File: src/rtl/tmr_pkg.sv
package tmr_pkg;

    localparam int NUM_TMR    = 3;
    localparam int DATA_W     = 8;
    localparam int CNT_W      = 4;
    localparam int ADDR_W     = 3;
    localparam int SLOW_SHIFT = 3;
    localparam int FAST_IDX   = 2;
    localparam int ROM_BIT    = 7;

    typedef enum logic [ADDR_W-1:0] {
        A_TEST = 3'd0,
        A_CTRL = 3'd1,
        A_TGT0 = 3'd2,
        A_TGT1 = 3'd3,
        A_TGT2 = 3'd4,
        A_OUT0 = 3'd5,
        A_OUT1 = 3'd6,
        A_OUT2 = 3'd7
    } reg_addr_e;

    localparam logic [DATA_W-1:0] CTRL_HARD = 8'hB0;
    localparam logic [CNT_W-1:0]  CNT_HARD  = 4'hF;
    localparam logic [CNT_W-1:0]  CNT_SOFT  = 4'h0;

    typedef struct packed {
        logic fast;
        logic slow;
    } tick_t;

    typedef struct packed {
        logic [NUM_TMR-1:0] en;
        logic               rom;
    } ctrl_t;

    function automatic logic [ADDR_W-1:0] tgt_addr(input int idx);
        return ADDR_W'(int'(A_TGT0) + idx);
    endfunction

    function automatic logic [ADDR_W-1:0] out_addr(input int idx);
        return ADDR_W'(int'(A_OUT0) + idx);
    endfunction

endpackage

File: src/rtl/tmr_prescale.sv
module tmr_prescale
    import tmr_pkg::*;
#(
    parameter int FAST_DIV = 4
) (
    input  logic  clk,
    input  logic  rst,
    output tick_t tick
);
    localparam int PRE_W = (FAST_DIV > 1) ? $clog2(FAST_DIV) : 1;
    localparam int SUB_W = SLOW_SHIFT;

    logic [PRE_W-1:0] pre_q;
    logic [SUB_W-1:0] sub_q;
    logic             fast_hit;

    assign fast_hit  = (pre_q == PRE_W'(FAST_DIV - 1));
    assign tick.fast = fast_hit;
    assign tick.slow = fast_hit && (sub_q == '1);

    always_ff @(posedge clk) begin
        if (rst) begin
            pre_q <= '0;
            sub_q <= '0;
        end else begin
            pre_q <= fast_hit ? '0 : pre_q + 1'b1;
            if (fast_hit) sub_q <= sub_q + 1'b1;
        end
    end

    generate
        if (FAST_DIV > 1) begin : g_fast_chk
            a_r1_fast_isolated: assert property (@(posedge clk) disable iff (rst)
                tick.fast |=> !tick.fast);
        end
    endgenerate

    a_r1_slow_isolated: assert property (@(posedge clk) disable iff (rst)
        tick.slow |=> !tick.slow);

endmodule

File: src/rtl/tmr_channel.sv
module tmr_channel
    import tmr_pkg::*;
(
    input  logic              clk,
    input  logic              rst,
    input  logic              soft_rst,
    input  logic              tick,
    input  logic              en_q,
    input  logic              en_rise,
    input  logic              tgt_we,
    input  logic [DATA_W-1:0] tgt_wdata,
    input  logic              rd_clr,
    output logic [CNT_W-1:0]  cnt
);
    logic [DATA_W-1:0] tgt_q;
    logic [DATA_W-1:0] div_q;
    logic [CNT_W-1:0]  cnt_q;
    logic [DATA_W-1:0] div_n;
    logic              step;
    logic              hit;
    logic              inc;
    logic [CNT_W-1:0]  cnt_base;

    // 8-bit wrap makes a target of 0 match after 256 ticks
    assign step     = en_q && tick;
    assign div_n    = div_q + 1'b1;
    assign hit      = (div_n == tgt_q);
    assign inc      = step && hit;
    assign cnt_base = rd_clr ? '0 : cnt_q;
    assign cnt      = cnt_q;

    always_ff @(posedge clk) begin
        if (rst) begin
            tgt_q <= '0;
            div_q <= '0;
            cnt_q <= CNT_HARD;
        end else if (soft_rst) begin
            div_q <= '0;
            cnt_q <= CNT_SOFT;
        end else begin
            if (tgt_we) tgt_q <= tgt_wdata;
            if (en_rise) begin
                div_q <= '0;
                cnt_q <= '0;
            end else begin
                if (step) div_q <= hit ? '0 : div_n;
                cnt_q <= cnt_base + CNT_W'(inc);
            end
        end
    end

    a_r5_frozen: assert property (@(posedge clk) disable iff (rst || soft_rst)
        (!en_q && !en_rise && !rd_clr) |=> ($stable(cnt_q) && $stable(div_q)));

    a_r5_start_clear: assert property (@(posedge clk) disable iff (rst || soft_rst)
        en_rise |=> (cnt_q == '0 && div_q == '0));

    a_r4_wrap: assert property (@(posedge clk) disable iff (rst || soft_rst)
        (cnt_q == '1 && inc && !rd_clr && !en_rise) |=> (cnt_q == '0));

    a_r8_read_clear: assert property (@(posedge clk) disable iff (rst || soft_rst)
        (rd_clr && !inc && !en_rise) |=> (cnt_q == '0));

    a_r11_tgt_keeps_div: assert property (@(posedge clk) disable iff (rst || soft_rst)
        (tgt_we && !step && !en_rise) |=> $stable(div_q));

endmodule

File: src/rtl/tmr_unit.sv
module tmr_unit
    import tmr_pkg::*;
#(
    parameter int FAST_DIV = 4
) (
    input  logic              clk,
    input  logic              rst,
    input  logic              soft_rst,
    input  logic              bus_wr,
    input  logic              bus_rd,
    input  logic [ADDR_W-1:0] bus_addr,
    input  logic [DATA_W-1:0] bus_wdata,
    output logic [DATA_W-1:0] bus_rdata,
    output logic              rom_enable
);
    tick_t               tick;
    ctrl_t               ctrl_q;
    logic [NUM_TMR-1:0]  en_rise;
    logic [NUM_TMR-1:0]  tgt_we;
    logic [NUM_TMR-1:0]  rd_clr;
    logic [CNT_W-1:0]    cnt [NUM_TMR];
    logic                ctrl_we;
    logic [DATA_W-1:0]   rd_next;

    assign ctrl_we    = bus_wr && !soft_rst && (bus_addr == A_CTRL);
    assign rom_enable = ctrl_q.rom;

    tmr_prescale #(.FAST_DIV(FAST_DIV)) u_pre (
        .clk  (clk),
        .rst  (rst),
        .tick (tick)
    );

    generate
        for (genvar i = 0; i < NUM_TMR; i++) begin : g_tmr
            logic ch_tick;
            if (i == FAST_IDX) begin : g_fast
                assign ch_tick = tick.fast;
            end else begin : g_slow
                assign ch_tick = tick.slow;
            end

            assign en_rise[i] = ctrl_we && bus_wdata[i] && !ctrl_q.en[i];
            assign tgt_we[i]  = bus_wr && !soft_rst && (bus_addr == tgt_addr(i));
            assign rd_clr[i]  = bus_rd && !soft_rst && (bus_addr == out_addr(i));

            tmr_channel u_ch (
                .clk       (clk),
                .rst       (rst),
                .soft_rst  (soft_rst),
                .tick      (ch_tick),
                .en_q      (ctrl_q.en[i]),
                .en_rise   (en_rise[i]),
                .tgt_we    (tgt_we[i]),
                .tgt_wdata (bus_wdata),
                .rd_clr    (rd_clr[i]),
                .cnt       (cnt[i])
            );
        end
    endgenerate

    always_ff @(posedge clk) begin
        if (rst || soft_rst) begin
            ctrl_q.en  <= CTRL_HARD[NUM_TMR-1:0];
            ctrl_q.rom <= CTRL_HARD[ROM_BIT];
        end else if (ctrl_we) begin
            ctrl_q.en  <= bus_wdata[NUM_TMR-1:0];
            ctrl_q.rom <= bus_wdata[ROM_BIT];
        end
    end

    always_comb begin
        rd_next = '0;
        case (reg_addr_e'(bus_addr))
            A_OUT0:  rd_next = {{(DATA_W-CNT_W){1'b0}}, cnt[0]};
            A_OUT1:  rd_next = {{(DATA_W-CNT_W){1'b0}}, cnt[1]};
            A_OUT2:  rd_next = {{(DATA_W-CNT_W){1'b0}}, cnt[2]};
            default: rd_next = '0;
        endcase
    end

    always_ff @(posedge clk) begin
        if (rst) begin
            bus_rdata <= '0;
        end else if (bus_rd && !soft_rst) begin
            bus_rdata <= rd_next;
        end
    end

    a_r7_zero_read: assert property (@(posedge clk) disable iff (rst)
        (bus_rd && !soft_rst && bus_addr <= A_TGT2) |=> (bus_rdata == '0));

    a_r6_rom_follows_write: assert property (@(posedge clk) disable iff (rst || soft_rst)
        ctrl_we |=> (rom_enable == $past(bus_wdata[ROM_BIT])));

    a_r10_soft_ctrl: assert property (@(posedge clk) disable iff (rst)
        soft_rst |=> (rom_enable && ctrl_q.en == '0));

    a_r7_rdata_hold: assert property (@(posedge clk) disable iff (rst)
        (!bus_rd || soft_rst) |=> $stable(bus_rdata));

endmodule

File: config.mk
export PLATFORM = sky130hd
export DESIGN_NAME = tmr_unit
export DESIGN_NICKNAME = d
export VERILOG_FILES = /design/src/rtl/tmr_pkg.sv /design/src/rtl/tmr_prescale.sv /design/src/rtl/tmr_channel.sv /design/src/rtl/tmr_unit.sv
export SDC_FILE = /design/constraint.sdc
export NUM_CORES = 1
export LEC_CHECK = 0
export BUFFER_PORTS_ARGS = -buffer_cell sky130_fd_sc_hd__buf_4
export CORE_UTILIZATION = 65
export CTS_CLUSTER_DIAMETER = 30
export DETAILED_ROUTE_END_ITERATION = 12
export PLACE_DENSITY = 0.92
export SLEW_MARGIN = 20
export SYNTH_ARGS = -nofsm -noshare
export SYNTH_HDL_FRONTEND = slang
export SYNTH_SLANG_ARGS = --single-unit
File: constraint.sdc
create_clock -name clk -period 7.4 [get_ports clk]
set_input_delay 1.48 -clock clk [delete_from_list [all_inputs] [get_ports clk]]
set_output_delay 1.48 -clock clk [all_outputs]
set_load 0.1 [all_outputs]
* After elaboration in Yosys (flattened, before gate mapping)
Cells that the tools add are included.
** Storage, ports and cells
- Output and inout port bits :: 9
- Register bits :: 77
- Input bits :: 16
** Cells by class
- Equal/unequal tests :: 12
- Add/sub/neg operators :: 8
- Reduce and logical (&&, ||, !) cells :: 34
- Bitwise gates (word level) :: 1
- Multiplexer cells :: 13
** Operators by type and width (number)
- 2-to-1 mux 4 bit :: 9
- adder 8 x 1 -> 8 bit (second input constant) :: 3
- equality test 8 bit :: 3
- 2-to-1 mux 8 bit :: 3
- logical AND 1 bit :: 22
- equality test 3 bit (second input constant) :: 5
- adder 4 x 1 -> 4 bit :: 3
- one-hot mux 4 bit (3 select lines) :: 1
- OR reduction 3 bit :: 3
- equality test 3 x 2 -> 1 bit (second input constant) :: 2
- AND reduction 2 bit :: 3
- zero test 1 bit :: 4
- adder 3 x 1 -> 3 bit (second input constant) :: 1
- equality test 3 x 1 -> 1 bit (second input constant) :: 1
- adder 2 x 1 -> 2 bit (second input constant) :: 1
- equality test 2 bit (second input constant) :: 1
- OR reduction 2 bit :: 1
- logical OR 1 bit :: 1
- inverter 1 bit :: 1

* Longest topological paths before layout
Gate-level depths: netlist of run 1.
- Depth after elaboration :: 7
- Gate-level depth with buffers :: 12
- Mapped depth without buffers :: 11

* Modules after synthesis
Synthesis of run 1 repeated with hierarchy kept, for this count alone.
** Unflattened totals
- Cell total of the unflattened synthesis :: 449
- Area total of the unflattened synthesis :: 4175.3 um^2
** By module, submodules not included
- tmr_channel :: seq. area each 400.4 um^2, times used 3, area an instance 1129.8 um^2, cells an instance 124
- tmr_unit :: seq. area each 160.2 um^2, times used 1, area an instance 569.3 um^2, cells an instance 58
- tmr_prescale :: seq. area each 100.1 um^2, times used 1, area an instance 216.5 um^2, cells an instance 19

* Worst setup path before layout of run 1
OpenSTA, ideal clock, no wires.
- Path type :: in2reg
- Start point :: input soft_rst
- End point :: register g_tmr[0].u_ch.cnt_q[2]
- Path slack :: 4.367 ns
- Cell stages on the path :: 8
- Arrival :: 2.919 ns
- Path buffers :: 0
- Cell sequence :: nand2b_1 > nor2_1 > nand3b_1 > and2_1 > ha_1 > ha_1 > xnor2_1 > a21o_1
** Between the ends
- Cells in the longest elaborated chain, start to end :: 7
- Elaborated cells on any way between the ends :: 11
- Those cells by class :: 1 x add/sub; 3 x mux; 7 x reduce/logical
** RTL lines
- start: declaration :: line tmr_unit.sv:8 : input logic soft_rst,
- zero test 1 bit :: line tmr_unit.sv:25, tmr_unit.sv:45
- logical AND 1 bit, on equally long branches (2 in series) :: line tmr_unit.sv:45, tmr_unit.sv:25
- 2-to-1 mux 4 bit / logical AND 1 bit (equally long branches) :: line tmr_channel.sv:29, tmr_unit.sv:43
- adder 4 x 1 -> 4 bit / logical AND 1 bit (equally long branches) :: line tmr_channel.sv:47, tmr_unit.sv:43
- 2-to-1 mux 4 bit :: line tmr_channel.sv:42 : if (en_rise) begin
- 2-to-1 mux 4 bit * :: line tmr_channel.sv:37 : end else if (soft_rst) begin
- end signal: assignment :: line tmr_channel.sv:47 : cnt_q <= cnt_base + CNT_W'(inc);
- end: declaration :: line tmr_channel.sv:17 : logic [CNT_W-1:0] cnt_q;
Every way passes the cells marked *; elsewhere a longest branch is shown, timed or not.
A chain may end at the register's enable or synchronous reset.

* Worst setup path after layout of run 1
Same ends and word-level chain as after synthesis.

==> results.yml, run 1 <==
run_status:
  outcome: "completed"
logic_synthesis:
  synth_cells: 443
  yosys.area.top_type: "dfxtp_1"
  synth-seq-area-share: 0.368
  synth.most_common_cell: "dfxtp_1"
  ys_async_sr_fraction: 0
  synth_seq_cells: 73
  synth_area_per_cell_um2: 8.95
  synth_area_leaders: "dfxtp_1 (37%), mux2i_1 (7.8%), xnor2_1 (6.2%)"
  synth-edff-count: 0
  synth.distinct_cells: 61
  yosys-top-cells-count: "dfxtp_1 (73), nor2_1 (56), mux2i_1 (31), nand2_1 (31), xnor2_1 (28)"
  synth_top_area_frac: 0.368
  synth_ff_type: "dfxtp_1"
  ys.warnings.count: 0
  synth_area_mm2: 0.00397
timing:
  worst-slew-pin-transition_ns: 0.988
  period_needed_ns: 3.06
  hold_ws_ns: 0.432
  fin_tns_setup_ns: 0
  slew_headroom: 0.339
  rsz0062_at_grt: "false"
  hold_viol: 0
  slew_violations: 0
  finalSetupViolations: 0
  period_share: 0.414
  clock_skew_ns: 0.0105
  fin_ws_ns: 4.34
  max_freq_ghz: 0.326
clock_network:
  cts_root_buf: "clkbuf_8"
  cts.reportedPaths.clkPinSlew_ns: 0.07
  clockBufferDepth: 2
  cts_setup_buffers: 0
  cts_hold_buf: 0
  cts_resized: 0
  cts.sinks: 73
  cts_tree: "built"
  htreeDepth: 3
  cts_buffers: 9
  clk_latency_ns: 0.35
worst_setup_path:
  crit_required_ns: 7.65
  crit_chain: "buf_4 > nand2b_1 > nor2_1 > nand3b_1 > and2_1 > ha_1 > ha_1 > xnor2_1 > a21o_1"
  r2r_start: "g_tmr[1].u_ch.div_q[0]"
  cp_slowest_cell: "nor2_1"
  r2r-end: "g_tmr[1].u_ch.cnt[3]"
  worstPathMaxFanout: 7
  cpMostUsedCell: "ha_1"
  cp-end-kind: "register"
  endpoint: "g_tmr[0].u_ch.cnt[2]"
  worst-setup-path-type: "input pin to register"
  arrival_ns: 3.31
  critPathMaxStageDelay_ns: 0.38
  cp-startpoint: "soft_rst"
  reg2regPathDepth: 10
  ff2ff_setup_slack_ns: 4.59
  startpoint_type: "input pin"
pwr:
  vdd_drop_max_mv: 0.144
  total_leakage_power_nw: 1.64
  p_per_area_mw_per_mm2: 184
cells_and_area:
  drive_gt1_frac: 0.129
  fill_cells: 429
  n_antenna_cell: 0
  layout.nets: 481
  fin_cells: 533
  syn_to_final_growth_pct: 8.36
  final_core_util: 0.730
grt:
  antenna_found_initial: 0
  grt_pass1_wl_um: 13500
  overflow: 0
  grt_pass1_vias: 2976
  grt_util_all_layers: 0.277
  grt_max_degree: 48
die:
  fp-row-count: 28
  die_area_mm2: 0.00642
  die_height_um: 80.1
  io_pins: 25
  start_util: 0.674
  die_w_um: 80.1
  core_area_mm2: 0.00589
place:
  place_ws_ns: 4.00
  io_buffers: 20
  dp_hpwl_um: 5860
  place_inst: 517
  gp_congestion: 0.851
hold_path:
  hold_depth: 1
  hp-class: "register to register"
routing:
  dr.first_iter.drc_count: 271
  drtAntennaViolNets: 0
  via_per_inst: 5.95
  drc: 0
  vias: 3172
  drt-pass1-iter-count: 5
  drt_wl_total_um: 8130
  wl_per_cell_um: 15.3
job:
  cap_violations: 0
[flip-flops by register name, summed over array words and instances, names as in the netlist]
register,flops
g_tmr.u_ch.cnt,12
bus_rdata,4
ctrl_q,3
u_pre.sub_q,3
u_pre.pre_q,2
rom_enable,1
g_tmr.u_ch.div_q,24
g_tmr.u_ch.tgt_q,24
[per-layer routing]
metal  track usage  wire length [um]
met5             0                 0
met2         0.478              4010
met4         0.107               175
met1         0.345              3700
met3        0.0443               244
[through the flow]
| step | power, mW | cell area, um^2 |
|---|---|---|
| 2_1_floorplan | 0.469 | 3980 |
| 3_3_place_gp | 0.484 | 4100 |
| 3_5_place_dp | 0.486 | 4100 |
| 4_1_cts | 0.793 | 4300 |
| 5_1_grt | 0.813 | 4300 |
| 6_report | 0.792 | 4300 |
[worst max-delay path: cells and delay by family]
family	cells	cell delay [ns]
buf+inv	1	0.13
xor+xnor	1	0.12
simple gates	4	1.02
fa+ha+maj	2	0.39
compound gates	1	0.17
[how the worst min path moves through the flow]
stage,startpoint,to
floorplan,u_pre.pre_q[0],u_pre.pre_q[0]
global placement,u_pre.pre_q[0],u_pre.pre_q[0]
detailed placement,u_pre.pre_q[0],u_pre.pre_q[0]
CTS,u_pre.pre_q[0],u_pre.pre_q[0]
global route,u_pre.pre_q[0],u_pre.pre_q[0]
finish,u_pre.pre_q[0],u_pre.pre_q[0]
[logic make-up (layout without fill, tap and decap cells)]
group / after synthesis / after routing / share of synthesized area
xor gates and xnor gates: 45 / 45 / 0.103
buffers and inverters: 31 / 43 / 0.0375
DFF: 73 / 73 / 0.368
AOI/OAI and AO/OA: 68 / 68 / 0.128
and+or+nand+nor: 178 / 178 / 0.234
adders and majority gates: 12 / 12 / 0.0379
muxes: 35 / 35 / 0.0896
other: 1 / 4 / 0.000945
[cell usage in the layout, fill, tap and decap left out, types with 4 or more instances in the layout]
master / netlist / final
dfxtp_1: 73 / 73
nor2_1: 56 / 56
nand2_1: 31 / 31
mux2i_1: 31 / 31
xnor2_1: 28 / 28
nand3_1: 22 / 22
buf_4: 5 / 21
xor2_1: 16 / 16
and2_1: 14 / 14
nor3_1: 14 / 14
ha_1: 12 / 12
clkbuf_8: 1 / 10
o21ai_0: 9 / 9
a21oi_1: 9 / 9
a21o_1: 9 / 9
inv_1: 6 / 6
nand4_1: 6 / 6
a211oi_1: 6 / 6
o211ai_1: 5 / 5
nand2b_1: 4 / 4
nand3b_1: 4 / 4
mux2_2: 4 / 4
a22o_1: 4 / 4
a22oi_1: 4 / 4
conb_1: 1 / 4
clkinv_2: 0 / 4
[report_power, final]
part	total [mW]	switching, mW	internal [mW]
clock network	0.314	0.152	0.162
logic	0.0698	0.0438	0.0260
registers	0.407	0.00589	0.402
[layout make-up]
cell class | count | area (um^2) | area share
Tap cell | 75 | 93.8 | 0.0218
Clock buffer | 10 | 138 | 0.0320
Multi-Input combinational cell | 342 | 2370 | 0.551
Timing Repair Buffer | 21 | 158 | 0.0367
Inverter | 6 | 22.5 | 0.00524
Sequential cell | 73 | 1460 | 0.340
Clock inverter | 6 | 57.6 | 0.0134
Note: power is estimated with default switching activity, not from simulation.
==> run 2, diff against run 1 <==
--- a/config.mk
+++ b/config.mk
@@ -6,10 +6,10 @@
 export NUM_CORES = 1
 export LEC_CHECK = 0
 export BUFFER_PORTS_ARGS = -buffer_cell sky130_fd_sc_hd__buf_4
-export CORE_UTILIZATION = 65
+export CORE_UTILIZATION = 61
 export CTS_CLUSTER_DIAMETER = 30
 export DETAILED_ROUTE_END_ITERATION = 12
-export PLACE_DENSITY = 0.92
+export PLACE_DENSITY = 0.87
 export SLEW_MARGIN = 20
 export SYNTH_ARGS = -nofsm -noshare
 export SYNTH_HDL_FRONTEND = slang
==> constraint.sdc (replaced) <==
create_clock -name clk -period 3 [get_ports clk]
set_input_delay 0.6 -clock clk [delete_from_list [all_inputs] [get_ports clk]]
set_output_delay 0.6 -clock clk [all_outputs]
set_load 0.1 [all_outputs]
==> results.yml, run 2 (synthesized netlist as in run 1, its figures left out) <==
run_status:
  outcome: "completed"
die:
  die_height_um: 82.6
  die_area_mm2: 0.00683
  die_w_um: 82.6
  fp-row-count: 29
  start_util: 0.628
  core_area_mm2: 0.00631
  io_pins: 25
cells_and_area:
  drive_gt1_frac: 0.132
  fin_area_mm2: 0.00433
  layout_commonest_cell: "dfxtp_1"
  layout.nets: 485
  final_core_util: 0.686
  multi_input_area_mm2: 0.00237
  layout.area.seq_mm2: 0.00146
  n_antenna_cell: 0
  syn_to_final_growth_pct: 9.18
  final_cell_mix: "dfxtp_1 (73), nor2_1 (56), nand2_1 (31), mux2i_1 (31), xnor2_1 (28)"
  fill_cells: 484
hold_path:
  hp-class: "register to register"
clock_network:
  cts_buffers: 9
  cts_setup_buffers: 0
  cts.reportedPaths.clkPinSlew_ns: 0.08
  cts_resized: 0
  htreeDepth: 3
  cts_tree: "built"
  cts_hold_buf: 0
  cts.sinks: 73
  clockBufferDepth: 2
  cts_root_buf: "clkbuf_8"
  clk_latency_ns: 0.35
pwr:
  clkPwrFrac: 0.396
  internal-power_mw: 1.48
  total_leakage_power_nw: 1.66
  p_per_area_mw_per_mm2: 451
  vdd_drop_max_mv: 0.478
  combPwrFrac: 0.089
  swShare: 0.243
  p_switching_mw: 0.475
  seqPwrFrac: 0.515
timing:
  worst-slew-pin-transition_ns: 0.812
  max_freq_ghz: 0.368
  rsz0062_at_grt: "false"
  hold_ws_ns: 0.428
  fin_ws_ns: 0.282
  slew_headroom: 0.456
  clock_skew_ns: 0.00751
  fin_tns_setup_ns: 0
  hold_viol: 0
  period_needed_ns: 2.72
  finalSetupViolations: 0
  slew_violations: 0
  period_share: 0.906
grt:
  grt_util_all_layers: 0.260
  antenna_found_initial: 0
  grt_pass1_wl_um: 13200
  overflow: 0
  grt_pass1_vias: 2900
  grt_max_degree: 48
worst_setup_path:
  worst-setup-path-type: "register to register"
  cp-end-kind: "register"
  arrival_ns: 2.96
  crit_required_ns: 3.24
  worstPathMaxFanout: 9
  startpoint_type: "register"
place:
  dpl_cell_area_mm2: 0.00414
  place_ws_ns: 0.314
  io_buffers: 20
  gp_congestion: 0.877
  dp_hpwl_um: 6020
routing:
  drt-pass1-iter-count: 4
  drt_wl_total_um: 8240
  vias: 3184
  wl_per_cell_um: 15.3
  dr.first_iter.drc_count: 148
  via_per_inst: 5.92
  drtAntennaViolNets: 0
  drc: 0
job:
  cap_violations: 0
==> run 2: changes by cell type in the layout (fill, tap and decap cells not counted), sizes merged <==
cell,delta
buf,+4
clkbuf,+2
clkinv,-2
clkinvlp,-1
==> run 2: final cells by class <==
cell class	count	area share
Tap cell	77	0.0222
Clock buffer	12	0.0358
Sequential cell	73	0.337
Inverter	6	0.00520
Multi-Input combinational cell	342	0.547
Timing Repair Buffer	25	0.0433
Clock inverter	3	0.00925
==> run 2: final timing paths <==
path | startpoint | to | slack [ns] | depth (start not counted)
max | g_tmr[1].u_ch.div_q[0] | g_tmr[1].u_ch.cnt[3] | 0.28 | 10
min | u_pre.pre_q[0] | u_pre.pre_q[0] | 0.43 | 1
max reg2reg | g_tmr[1].u_ch.div_q[0] | g_tmr[1].u_ch.cnt[3] | 0.28 | 10
min reg2reg | u_pre.pre_q[0] | u_pre.pre_q[0] | 0.43 | 1
==> run 2: power by group through the flow <==
stage	Sequential, mW	Clock [mW]	Combinational [mW]
after global routing	1.01	0.824	0.188
after global placement	1.03	0	0.167
after CTS	1.01	0.779	0.174
final	1.01	0.774	0.174
after floorplan	1.03	0	0.122
after detailed placement	1.03	0	0.173
==> run 2: per-stage QoR <==
step / power (mW) / cells
floorplan: 1.16 / 446
global placement: 1.19 / 523
detailed placement: 1.20 / 523
CTS: 1.96 / 538
global route: 2.02 / 538
finish: 1.95 / 538
==> run 2: worst max-delay path: stages (launching register included) <==
cell and delay (ns):
dfxtp_1 0.39, ha_1 0.32, or4b_1 0.52, o32ai_1 0.14, o21ai_1 0.14, a21oi_4 0.27, and2_1 0.20, ha_1 0.17
nand3_1 0.10, xnor2_1 0.14, a31o_2 0.23
==> run 2: per-layer routing <==
metal / GRT usage / share of wire / up-vias
li1: - / - / 1579
met1: 0.324 / 0.45 / 1517
met2: 0.432 / 0.49 / 71
met3: 0.0549 / 0.045 / 17
met4: 0.114 / 0.022 / 0
met5: 0 / 0 / -
